==> config.mk <==
export PLATFORM = sky130hd
export DESIGN_NAME = sbuf_admit
export DESIGN_NICKNAME = d
export VERILOG_FILES = /design/src/rtl/sbuf_pkg.sv /design/src/rtl/sbuf_port_bp.sv /design/src/rtl/sbuf_pool_acct.sv /design/src/rtl/sbuf_cos_sched.sv /design/src/rtl/sbuf_admit.sv
export SDC_FILE = /design/constraint.sdc
export NUM_CORES = 1
export LEC_CHECK = 0
export BUFFER_PORTS_ARGS = -buffer_cell sky130_fd_sc_hd__buf_2
export CORE_MARGIN = 8
export CORE_UTILIZATION = 50
export CTS_CLUSTER_SIZE = 16
export DETAILED_ROUTE_END_ITERATION = 6
export GPL_ROUTABILITY_DRIVEN = 0
export PLACE_DENSITY = 0.8
export SLEW_MARGIN = 10
export SYNTH_ARGS = -nofsm -noshare
export SYNTH_HDL_FRONTEND = slang
export SYNTH_SLANG_ARGS = --single-unit
==> constraint.sdc <==
create_clock -name clk_i -period 5.5 [get_ports clk_i]
set_input_delay 0.275 -clock clk_i [delete_from_list [all_inputs] [get_ports clk_i]]
set_output_delay 0.275 -clock clk_i [all_outputs]
set_load 0.03 [all_outputs]
==> src/rtl/sbuf_pkg.sv <==
package sbuf_pkg;
  localparam int NUM_COS = 4;
  localparam int WRR_COS = 3;
  typedef enum logic [1:0] {
    RES_NONE  = 2'd0,
    RES_ACC   = 2'd1,
    RES_HOL   = 2'd2,
    RES_FULL  = 2'd3
  } adm_res_e;
endpackage

==> src/rtl/sbuf_port_bp.sv <==
module sbuf_port_bp #(
  parameter int CW = 14
) (
  input  logic          clk_i,
  input  logic          rst_ni,
  input  logic          inc_i,
  input  logic          dec_i,
  input  logic [CW-1:0] hi_i,
  input  logic [CW-1:0] lo_i,
  output logic [CW-1:0] cnt_o,
  output logic          bp_o
);
  logic [CW-1:0] cnt_q, cnt_nxt;
  logic          bp_q, bp_nxt;

  always_comb begin
    cnt_nxt = cnt_q;
    if (inc_i && !dec_i)      cnt_nxt = cnt_q + 1'b1;
    else if (!inc_i && dec_i) cnt_nxt = cnt_q - 1'b1;
    // hysteresis on the post-edge count
    if (cnt_nxt >= hi_i)      bp_nxt = 1'b1;
    else if (cnt_nxt <= lo_i) bp_nxt = 1'b0;
    else                      bp_nxt = bp_q;
  end

  always_ff @(posedge clk_i or negedge rst_ni) begin
    if (!rst_ni) begin
      cnt_q <= '0;
      bp_q  <= 1'b0;
    end else begin
      cnt_q <= cnt_nxt;
      bp_q  <= bp_nxt;
    end
  end

  assign cnt_o = cnt_q;
  assign bp_o  = bp_q;
endmodule

==> src/rtl/sbuf_pool_acct.sv <==
module sbuf_pool_acct
  import sbuf_pkg::*;
#(
  parameter int NUM_PORTS  = 4,
  parameter int POOL_CELLS = 8192,
  parameter int DROP_W     = 16,
  parameter int CW         = 14,
  parameter int PW         = 2
) (
  input  logic              clk_i,
  input  logic              rst_ni,
  input  logic              arr_valid_i,
  input  logic [PW-1:0]     arr_dst_i,
  input  logic              free_valid_i,
  input  logic [PW-1:0]     free_dst_i,
  input  logic [CW-1:0]     hol_lim_i,
  output adm_res_e          res_o,
  output logic [CW-1:0]     used_o,
  output logic [DROP_W-1:0] hol_drops_o
);
  localparam logic [CW-1:0] POOL_MAX = CW'(POOL_CELLS);

  logic [CW-1:0]     eg_q [NUM_PORTS];
  logic [CW-1:0]     used_q;
  logic [DROP_W-1:0] drops_q;
  logic              acc;

  always_comb begin
    if (!arr_valid_i)                     res_o = RES_NONE;
    else if (eg_q[arr_dst_i] > hol_lim_i) res_o = RES_HOL;
    else if (used_q == POOL_MAX)          res_o = RES_FULL;
    else                                  res_o = RES_ACC;
  end
  assign acc = (res_o == RES_ACC);

  for (genvar p = 0; p < NUM_PORTS; p++) begin : g_eg
    logic inc, dec;
    assign inc = acc && (arr_dst_i == PW'(p));
    assign dec = free_valid_i && (free_dst_i == PW'(p));
    always_ff @(posedge clk_i or negedge rst_ni) begin
      if (!rst_ni)         eg_q[p] <= '0;
      else if (inc && !dec) eg_q[p] <= eg_q[p] + 1'b1;
      else if (!inc && dec) eg_q[p] <= eg_q[p] - 1'b1;
    end
  end

  always_ff @(posedge clk_i or negedge rst_ni) begin
    if (!rst_ni) begin
      used_q  <= '0;
      drops_q <= '0;
    end else begin
      if (acc && !free_valid_i)      used_q <= used_q + 1'b1;
      else if (!acc && free_valid_i) used_q <= used_q - 1'b1;
      if (res_o == RES_HOL)          drops_q <= drops_q + 1'b1;
    end
  end

  assign used_o      = used_q;
  assign hol_drops_o = drops_q;
endmodule

==> src/rtl/sbuf_cos_sched.sv <==
module sbuf_cos_sched
  import sbuf_pkg::*;
#(
  parameter int CW    = 14,
  parameter int WGT_W = 4
) (
  input  logic                     clk_i,
  input  logic                     rst_ni,
  input  logic                     enq_i,
  input  logic [1:0]               enq_cos_i,
  input  logic                     deq_ready_i,
  input  logic [WRR_COS*WGT_W-1:0] wgt_i,
  output logic                     deq_valid_o,
  output logic [1:0]               deq_cos_o,
  output logic                     top_backlog_o
);
  logic [CW-1:0]    cls_q  [NUM_COS];
  logic [WGT_W-1:0] cr_q   [WRR_COS];
  logic [WGT_W-1:0] cr_nxt [WRR_COS];
  logic [WGT_W-1:0] eff    [WRR_COS];
  logic [NUM_COS-1:0] backlog;
  logic               any_cr;

  always_comb begin
    for (int c = 0; c < NUM_COS; c++) backlog[c] = (cls_q[c] != '0);
    any_cr = 1'b0;
    for (int c = 0; c < WRR_COS; c++)
      if (backlog[c] && cr_q[c] != '0) any_cr = 1'b1;
    for (int c = 0; c < WRR_COS; c++)
      eff[c] = any_cr ? cr_q[c] : wgt_i[c*WGT_W +: WGT_W];
    deq_valid_o = 1'b0;
    deq_cos_o   = 2'd0;
    if (deq_ready_i) begin
      if (backlog[3]) begin
        deq_valid_o = 1'b1;
        deq_cos_o   = 2'd3;
      end else begin
        // ascending scan: highest eligible class wins
        for (int c = 0; c < WRR_COS; c++)
          if (backlog[c] && eff[c] != '0) begin
            deq_valid_o = 1'b1;
            deq_cos_o   = 2'(c);
          end
      end
    end
    for (int c = 0; c < WRR_COS; c++) begin
      cr_nxt[c] = cr_q[c];
      if (deq_valid_o && deq_cos_o != 2'd3)
        cr_nxt[c] = (deq_cos_o == 2'(c)) ? eff[c] - 1'b1 : eff[c];
    end
  end

  for (genvar c = 0; c < NUM_COS; c++) begin : g_cls
    logic inc, dec;
    assign inc = enq_i && (enq_cos_i == 2'(c));
    assign dec = deq_valid_o && (deq_cos_o == 2'(c));
    always_ff @(posedge clk_i or negedge rst_ni) begin
      if (!rst_ni)          cls_q[c] <= '0;
      else if (inc && !dec) cls_q[c] <= cls_q[c] + 1'b1;
      else if (!inc && dec) cls_q[c] <= cls_q[c] - 1'b1;
    end
  end

  for (genvar c = 0; c < WRR_COS; c++) begin : g_cr
    always_ff @(posedge clk_i or negedge rst_ni) begin
      if (!rst_ni) cr_q[c] <= '0;
      else         cr_q[c] <= cr_nxt[c];
    end
  end

  assign top_backlog_o = backlog[3];
endmodule

==> src/rtl/sbuf_admit.sv <==
module sbuf_admit
  import sbuf_pkg::*;
#(
  parameter int NUM_PORTS  = 4,
  parameter int POOL_CELLS = 8192,
  parameter int WGT_W      = 4,
  parameter int DROP_W     = 16,
  localparam int PW = (NUM_PORTS > 1) ? $clog2(NUM_PORTS) : 1,
  localparam int CW = $clog2(POOL_CELLS + 1)
) (
  input  logic               clk_i,
  input  logic               rst_ni,
  input  logic               arr_valid_i,
  input  logic [PW-1:0]      arr_src_i,
  input  logic [PW-1:0]      arr_dst_i,
  input  logic [1:0]         arr_cos_i,
  input  logic               free_valid_i,
  input  logic [PW-1:0]      free_src_i,
  input  logic [PW-1:0]      free_dst_i,
  input  logic [CW-1:0]      bp_hi_i,
  input  logic [CW-1:0]      bp_lo_i,
  input  logic [CW-1:0]      hol_lim_i,
  input  logic [3*WGT_W-1:0] wrr_w_i,
  input  logic               deq_ready_i,
  output logic [1:0]         arr_res_o,
  output logic [NUM_PORTS-1:0] bp_o,
  output logic [DROP_W-1:0]  hol_drops_o,
  output logic               deq_valid_o,
  output logic [1:0]         deq_cos_o
);
  adm_res_e                res;
  logic                    acc;
  logic [CW-1:0]           used_cnt;
  logic [NUM_PORTS*CW-1:0] ing_cnt;
  logic                    top_backlog;

  sbuf_pool_acct #(
    .NUM_PORTS(NUM_PORTS), .POOL_CELLS(POOL_CELLS), .DROP_W(DROP_W),
    .CW(CW), .PW(PW)
  ) u_acct (
    .clk_i, .rst_ni,
    .arr_valid_i, .arr_dst_i,
    .free_valid_i, .free_dst_i,
    .hol_lim_i,
    .res_o      (res),
    .used_o     (used_cnt),
    .hol_drops_o
  );

  assign acc       = (res == RES_ACC);
  assign arr_res_o = res;

  for (genvar p = 0; p < NUM_PORTS; p++) begin : g_port
    sbuf_port_bp #(.CW(CW)) u_bp (
      .clk_i, .rst_ni,
      .inc_i (acc && (arr_src_i == PW'(p))),
      .dec_i (free_valid_i && (free_src_i == PW'(p))),
      .hi_i  (bp_hi_i),
      .lo_i  (bp_lo_i),
      .cnt_o (ing_cnt[p*CW +: CW]),
      .bp_o  (bp_o[p])
    );
  end

  sbuf_cos_sched #(.CW(CW), .WGT_W(WGT_W)) u_sched (
    .clk_i, .rst_ni,
    .enq_i        (acc),
    .enq_cos_i    (arr_cos_i),
    .deq_ready_i,
    .wgt_i        (wrr_w_i),
    .deq_valid_o,
    .deq_cos_o,
    .top_backlog_o(top_backlog)
  );
endmodule

==> summary.md, run 1 <==
| Metric | Value |
|---|---|
| Pwr Total | `11900 uW` |
| Sequential area share after synthesis | `0.302` |
| VDD IR max | `around 0.00032 V` |
| Skew final | `0.0132 ns` |
| Sequential Power Share | `0.258` |
| Largest area contributor in the netlist | `dfrtp_1` |
| Synth top area share | `0.302` |
| Router iterations before antenna repair | `7` |
| Final net count | `2436` |
| Final core utilization | `0.577` |
| Post-synth EDFFs | `0` |
| Fin cells | `approximately 2600` |
| Vias in the first global route | `15800` |
| Hold Path Depth | `3` |
| Reg2Reg Depth | `23` |
| Min Tclk post-route | `5.36 ns` |
| I/O pin count | `94` |
| Cell breakdown of the critical path | `mux4_2, ha_1, a21o_1, a21o_1, a221oi_2, o221a_2, nor2_2, nor2b_4, nand2_2, nor3b_1, ha_1, inv_2, buf_4, fa_1, a21o_1, a21oi_2, nand2b_1, a21boi_0, o22a_1, and4_1, o31ai_2, xnor2_1, mux2_2` |
| YS warnings | `0` |
| Total of max-cap violations | `0` |
| Hold path startpoint | `wrr_w_i[10]` |
| Mux cell area share after synthesis | `0.0416` |
| Flop2flop setup slack | `~0.14 ns` |
| Synth Register Bits | `214` |
| Synth Area in Compound Gates | `0.168` |
| Tightest Hold Check Type | `in -> reg` |
| Netlist cell types | `slightly below 80` |
| Psw | `about 5300 uW` |
| Starting density of the core | `0.503` |
| Post-synthesis adder-cell area fraction | `0.190` |
| Worst R2R End | `u_sched.cls_q[40]` |
| Critical Path Fanout Max | `5` |
| First-pass GRT wire length | `75700 um` |
| Clock power frac | `0.148` |
| Insertion delay to the later sink of the worst-skew pair | `0.57 ns` |
| Chip height | `204 um` |
| Longest Clk Path Bufs | `3` |
| CP arrival | `5.81 ns` |
| Overflow after GRT | `0` |
| Area share of and/or/nand/nor cells after synthesis | `0.172` |
| XOR/XNOR Fraction of Synth Area | `0.0938` |
| CP Capture Type | `flop` |
| PwrDens | `around 600 nW/um^2` |
| Root Buffer | `clkbuf_16` |
| Fin. Hold Viols | `0` |
| CTS Buf Count | `27` |
| Relative slew slack | `0.0861` |
| RSZ-0062 raised after global routing | `yes` |
| Syn_area_per_cell | `9.11 um^2` |
| Final period util | `0.975` |
| Core box area | `35200 um^2` |
| CP startpoint kind | `flop` |
| Status | `finished, final reports clean` |
| CP delay by family, top | `compound AO/OA/AOI/OAI gates` |
| Crit path kind | `reg -> reg` |
| Number of DRC markers in iteration 0 | `1004` |
| Largest family of logic cells by synthesized area | `adder cells` |
| Number of buffers added on ports | `93` |
| Largest net degree at the start of global routing | `just over 90` |
| DIE WIDTH | `204 um` |
| WHS Endpoint | `u_sched.cr_q[2]` |
| Comb pwr share | `0.594` |
| Post-DP HPWL | `approximately 34000 um` |
| Peak Freq | `187 MHz` |
| # DRC | `0` |
| Post-synth top cells | `ha_1, dfrtp_1, nand2_1, o21ai_0, xor2_1` |
| WL final | `46200 um` |
| Post-Place Cells | `2523` |
| Crit path buf inv count | `2` |
| Syn Nets | `about 2300` |
| Total GRT Usage | `0.216` |
| Synth top area cells | `dfrtp_1, ha_1, xor2_1, o21ai_0, nand2_1` |
| Die ar. | `41700 um^2` |
| Slew @ Worst Pin | `~1.4 ns` |
| Crit-path slowest cell | `mux4_2` |
| Cell row count | `69` |
| CTS tree | `built` |
| Layout cell share with drive strength beyond 1 | `0.155` |
| Vias | `15400` |
| WP data required | `about 6.0 ns` |
| Antenna violations before repair | `2` |
| Syn-to-layout area delta | `14.7%` |
| Fin. max-slew vios | `0` |
| Synth Cell Area | `approximately 18000 um^2` |
| Pint | `between 6000 and 7000 uW` |
| Fin Hold WS | `0.0441 ns` |
| Top-count cell post-synth | `ha_1` |
| Setup violations, final | `0` |
| Critical R2R Launch | `u_acct.eg_q[3]` |
| Cell mode on critical path | `a21o_1` |
| CTS sink count | `214` |
| Final ANT Viol Nets | `0` |
| Critical Path Max Stage Delay | `approximately 0.48 ns` |
| Sw Ratio | `0.446` |
| Post-DR wirelength/cell | `17.9 um` |
| Clock transition at the registers of the reported paths | `0.06 ns` |
| Top_reg_cell synth | `dfrtp_1` |
| H-tree levels | `1` |
| Mapped Cells | `1947` |
| Vias per cell | `~6` |
| Post-synth ARST share | `1.00` |
| LEAKAGE | `about 0.0096 uW` |
-- flip-flops by register name (all words and copies together), names as in the netlist --
| name | cells |
|---|---|
| u_acct.hol_drops_o | 16 |
| g_port.u_bp.cnt_o | 56 |
| u_sched.cr_q | 12 |
| g_port.u_bp.bp_o | 4 |
| u_sched.cls_q | 56 |
| u_acct.eg_q | 56 |
| u_acct.used_o | 14 |
-- metal layers --
layer / wire length (um) / track usage
met1: 19700 / 0.261
met2: 22200 / 0.374
met3: 2520 / 0.0395
met4: 1740 / 0.0872
met5: 13 / 0
-- cell families (layout without fill, tap and decap cells) --
logic type,count (synthesis),in the layout
AND/OR/NAND/NOR,607,607
AO/OA/AOI/OAI,475,475
adder cells (fa/ha/maj),264,264
flip-flops,214,214
XOR/XNOR,190,190
buffers and inverters,144,317
multiplexers,53,53
other,0,1
-- power groups by stage --
stage | clock (uW) | combinational [uW] | sequential, uW
final | 1760 | 7060 | 3070
after global routing | 1860 | 7930 | 3170
after CTS | 1800 | 6750 | 3030
after detailed placement | 0 | 6660 | 3030
after global placement | 0 | 6320 | 3000
after floorplan | 0 | 5200 | 2820
-- worst max-delay path by stage --
stage | from | end | cells after the start
global placement | u_sched.cls_q[50] | u_sched.cls_q[41] | 21
detailed placement | u_sched.cls_q[33] | u_sched.cls_q[41] | 21
finish | u_acct.eg_q[3] | u_sched.cls_q[40] | 23
CTS | u_sched.cls_q[42] | u_sched.cls_q[41] | 21
floorplan | arr_dst_i[0] | u_sched.cls_q[12] | 25
global route | u_sched.cls_q[55] | u_sched.cls_q[55] | 24
-- final cells by class --
cell class,count,area [um^2]
inverters,104,393
diodes,1,2.50
multi-input cells,1589,12100
clock buffers,33,728
clock inverters,13,139
fillers,2987,14900
repair buffers,167,1040
well taps,461,577
flip-flops and latches,214,5360
-- worst register-to-register path: cells and delay by family (launching register included) --
kind,cells,cell delay [ns]
compound gates,9,1.87
simple gates,6,1.02
fa+ha+maj,3,0.94
mux,2,0.74
flops,1,0.42
buf+inv,2,0.19
xor+xnor,1,0.09
-- placed cells by master, fill, tap and decap left out, types with 15 or more instances in the layout --
| cell | instances |
|---|---|
| ha_1 | 254 |
| dfrtp_1 | 214 |
| nand2_1 | 209 |
| o21ai_0 | 159 |
| xor2_1 | 104 |
| inv_1 | 99 |
| nor2_1 | 96 |
| buf_2 | 92 |
| a21oi_1 | 86 |
| xnor2_1 | 85 |
| buf_4 | 71 |
| a21o_1 | 53 |
| nand4_1 | 44 |
| nor3_1 | 41 |
| nand3_1 | 39 |
| clkbuf_16 | 27 |
| mux2_2 | 26 |
| o31ai_1 | 23 |
| and3_1 | 21 |
| or3_1 | 20 |
| o21ai_1 | 20 |
| nor4_1 | 19 |
| nand2b_1 | 16 |
| or2_2 | 15 |
| and4_1 | 15 |
-- what timing repair did --
item / CTS / global route
setup buffers: 1 / 9
resized for setup: 8 / 59
hold buffers: 2 / 0
endpoints found under the setup margin: 7 / 32
hold endpoints to repair: 91 / 0
pin swaps: 3 / 13
-- stage by stage --
step	instance area, um^2	setup TNS, ns	worst slack (ns)
global placement	19100	-0.0492	-0.0311
floorplan	17700	-0.0486	-0.0486
finish	20300	0	0.138
global route	20300	-0.895	-0.192
CTS	20000	0	0.0171
detailed placement	19100	-1.52	-0.226
No activity file was read; power rests on OpenSTA's default activity.
==> inputs of run 2 (changes only) <==
--- a/config.mk
+++ b/config.mk
@@ -12,7 +12,7 @@
 export DETAILED_ROUTE_END_ITERATION = 6
 export GPL_ROUTABILITY_DRIVEN = 0
 export PLACE_DENSITY = 0.8
-export SLEW_MARGIN = 10
+export SETUP_SLACK_MARGIN = 0.5
 export SYNTH_ARGS = -nofsm -noshare
 export SYNTH_HDL_FRONTEND = slang
 export SYNTH_SLANG_ARGS = --single-unit
==> summary.md, run 2 (synthesized netlist as in run 1, its figures left out) <==
| Metric | Value |
|---|---|
| Relative slew slack | `0.312` |
| Status | `finished, final reports clean` |
| Met2 Use GR | `0.409` |
| Insertion delay to the later sink of the worst-skew pair | `0.56 ns` |
| Fin cells | `2673` |
| Post-route setup TNS | `0 ns` |
| Critical Path Fanout Max | `5` |
| Met1 Use GR | `0.269` |
| Skew final | `around 0.029 ns` |
| Syn-to-layout area delta | `25.3%` |
| Peak Freq | `189 MHz` |
| Largest net degree at the start of global routing | `127` |
| Commonest non-fill, non-tap cell in the layout | `ha_1` |
| Critical R2R Launch | `u_sched.cls_q[22]` |
| Total GRT Usage | `0.228` |
| Crit-path slowest cell | `a222oi_1` |
| Chip height | `204 um` |
| Min Tclk post-route | `5.30 ns` |
| Most frequent cells in the layout | `ha_1, dfrtp_1, nand2_1, buf_4, o21ai_0` |
| Core box area | `around 35000 um^2` |
| Fin. max-slew vios | `0` |
| Die ar. | `41700 um^2` |
| CP Launch Point | `u_sched.cls_q[22]` |
| RSZ-0062 raised after global routing | `yes` |
| CTS sink count | `214` |
| Critical Path Max Stage Delay | `0.51 ns` |
| Post-DP HPWL | `around 35000 um` |
| CP startpoint kind | `flop` |
| WL final | `53500 um` |
| Vias per cell | `6.22` |
| Slew @ Worst Pin | `1.03 ns` |
| Hold path startpoint | `wrr_w_i[10]` |
| Pwr Total | `13200 uW` |
| Cell breakdown of the critical path | `nor4_2, nand4_1, a222oi_1, buf_4, mux2i_4, ha_2, nor3b_2, a32o_2, nor2_4, o21ai_4, nand2b_4, ha_4, clkinv_8, ha_4, a21o_1, a21o_1, a2111oi_4, o21ai_2, nor4_4, o31ai_2, xnor2_1, o31ai_1` |
| Clock transition at the registers of the reported paths | `0.06 ns` |
| Crit path kind | `reg -> reg` |
| PwrDens | `595 nW/um^2` |
| Root Buffer | `clkbuf_16` |
| Antenna violations before repair | `2` |
| VDD IR max | `0.000311 V` |
| Number of DRC markers in iteration 0 | `1493` |
| DIE WIDTH | `roughly 200 um` |
| Layout fillers | `~2600` |
| Overflow after GRT | `0` |
| CP arrival | `5.73 ns` |
| Final ANT Viol Nets | `0` |
| Final net count | `2525` |
| Starting density of the core | `0.503` |
| Router iterations before antenna repair | `5` |
| H-tree levels | `1` |
| Vias | `16600` |
| LEAKAGE | `0.0102 uW` |
| Post-DR wirelength/cell | `20.0 um` |
| Tightest Hold Check Type | `in -> reg` |
| CTS tree | `built` |
| Global-route met3 utilization | `0.0346` |
| Fin. Hold Viols | `0` |
| CTS Buf Count | `26` |
| Final period util | `0.963` |
| Grt peak-use layer | `met2` |
| Number of buffers added on ports | `a little over 90` |
| Total of max-cap violations | `0` |
| Cell row count | `69` |
| Setup violations, final | `0` |
| Vias in the first global route | `15900` |
| Post-Place Cells | `approximately 2500` |
| Longest Clk Path Bufs | `3` |
| WP data required | `just under 6 ns` |
| # DRC | `0` |
| I/O pin count | `94` |
| CP Capture Type | `flop` |
| Layout cell share with drive strength beyond 1 | `0.257` |
| First-pass GRT wire length | `79600 um` |
[run 2: cell types whose count changed in the layout (fill, tap and decap cells not counted), moves of 15 or more]
cell	previous run	this run
o21ai_1	20	35
a21oi_1	86	67
buf_4	71	150
ha_1	254	222
ha_4	0	28
a21oi_2	7	26
o21ai_0	159	133
[run 2: metrics by stage]
step / cell area (um^2) / hold WS, ns / util / setup slack (ns)
finish: 22200 / 0.0900 / 0.631 / 0.204
detailed placement: 19100 / 0.460 / 0.543 / -0.116
CTS: 20700 / 0.0367 / 0.589 / 0.432
global route: 22200 / 0.0783 / 0.631 / -0.0566
floorplan: 18100 / -0.0206 / - / 0.496
global placement: 19100 / 0.459 / 0.543 / 0.0645
[run 2: layout make-up]
class                   instances  area [um^2]  share of cell area
multi-input cells            1590        13200               0.596
flip-flops and latches        214         5360               0.241
repair buffers                256         1790              0.0805
clock buffers                  39          749              0.0337
well taps                     461          577              0.0260
inverters                     104          448              0.0202
clock inverters                 7         50.0             0.00225
diodes                          2         5.00            0.000225
[run 2: path summary, 6_finish.rpt]
| check | endpoint | slack, ns | depth (start not counted) |
|---|---|---|---|
| worst min-delay path | u_sched.cr_q[2] | 0.09 | 3 |
| worst max register to register | u_sched.cls_q[55] | 0.20 | 22 |
| worst min register to register | u_acct.hol_drops_o[15] | 0.47 | 1 |
| min in group asynchronous | g_port[2].u_bp.cnt_o[12] | 0.47 | 2 |
| max in group asynchronous | u_sched.cls_q[43] | 3.75 | 3 |
| worst max-delay path | u_sched.cls_q[55] | 0.20 | 22 |
[run 2: what timing repair did]
item / CTS / global route
hold buffers: 2 / 0
endpoints found under the setup margin: 30 / 50
pin swaps: 61 / 125
hold endpoints to repair: 125 / 0
gates resized for setup: 81 / 173
setup buffers: 58 / 76
cloned: 1 / 0
[run 2: critical path, delay by kind of cell (launching register included)]
family,cells,cell delay (ns)
compound gates,9,2.18
simple gates,6,1.19
fa+ha+maj,3,0.59
flops,1,0.42
buf+inv,2,0.32
mux,1,0.29
xor+xnor,1,0.15
[run 2: report_power, final]
| group | total [uW] | internal (uW) | switching (uW) |
|---|---|---|---|
| Clock | 1640 | 938 | 705 |
| Combinational | 8420 | 4060 | 4370 |
| Sequential | 3150 | 2270 | 878 |
| Total | 13200 | 7270 | 5950 |
[run 2: metal layers]
metal | wire length, um | part of all wire
met1 | 20700 | 0.39
met2 | 26700 | 0.50
met3 | 3380 | 0.063
met4 | 2740 | 0.051
met5 | 0 | 0
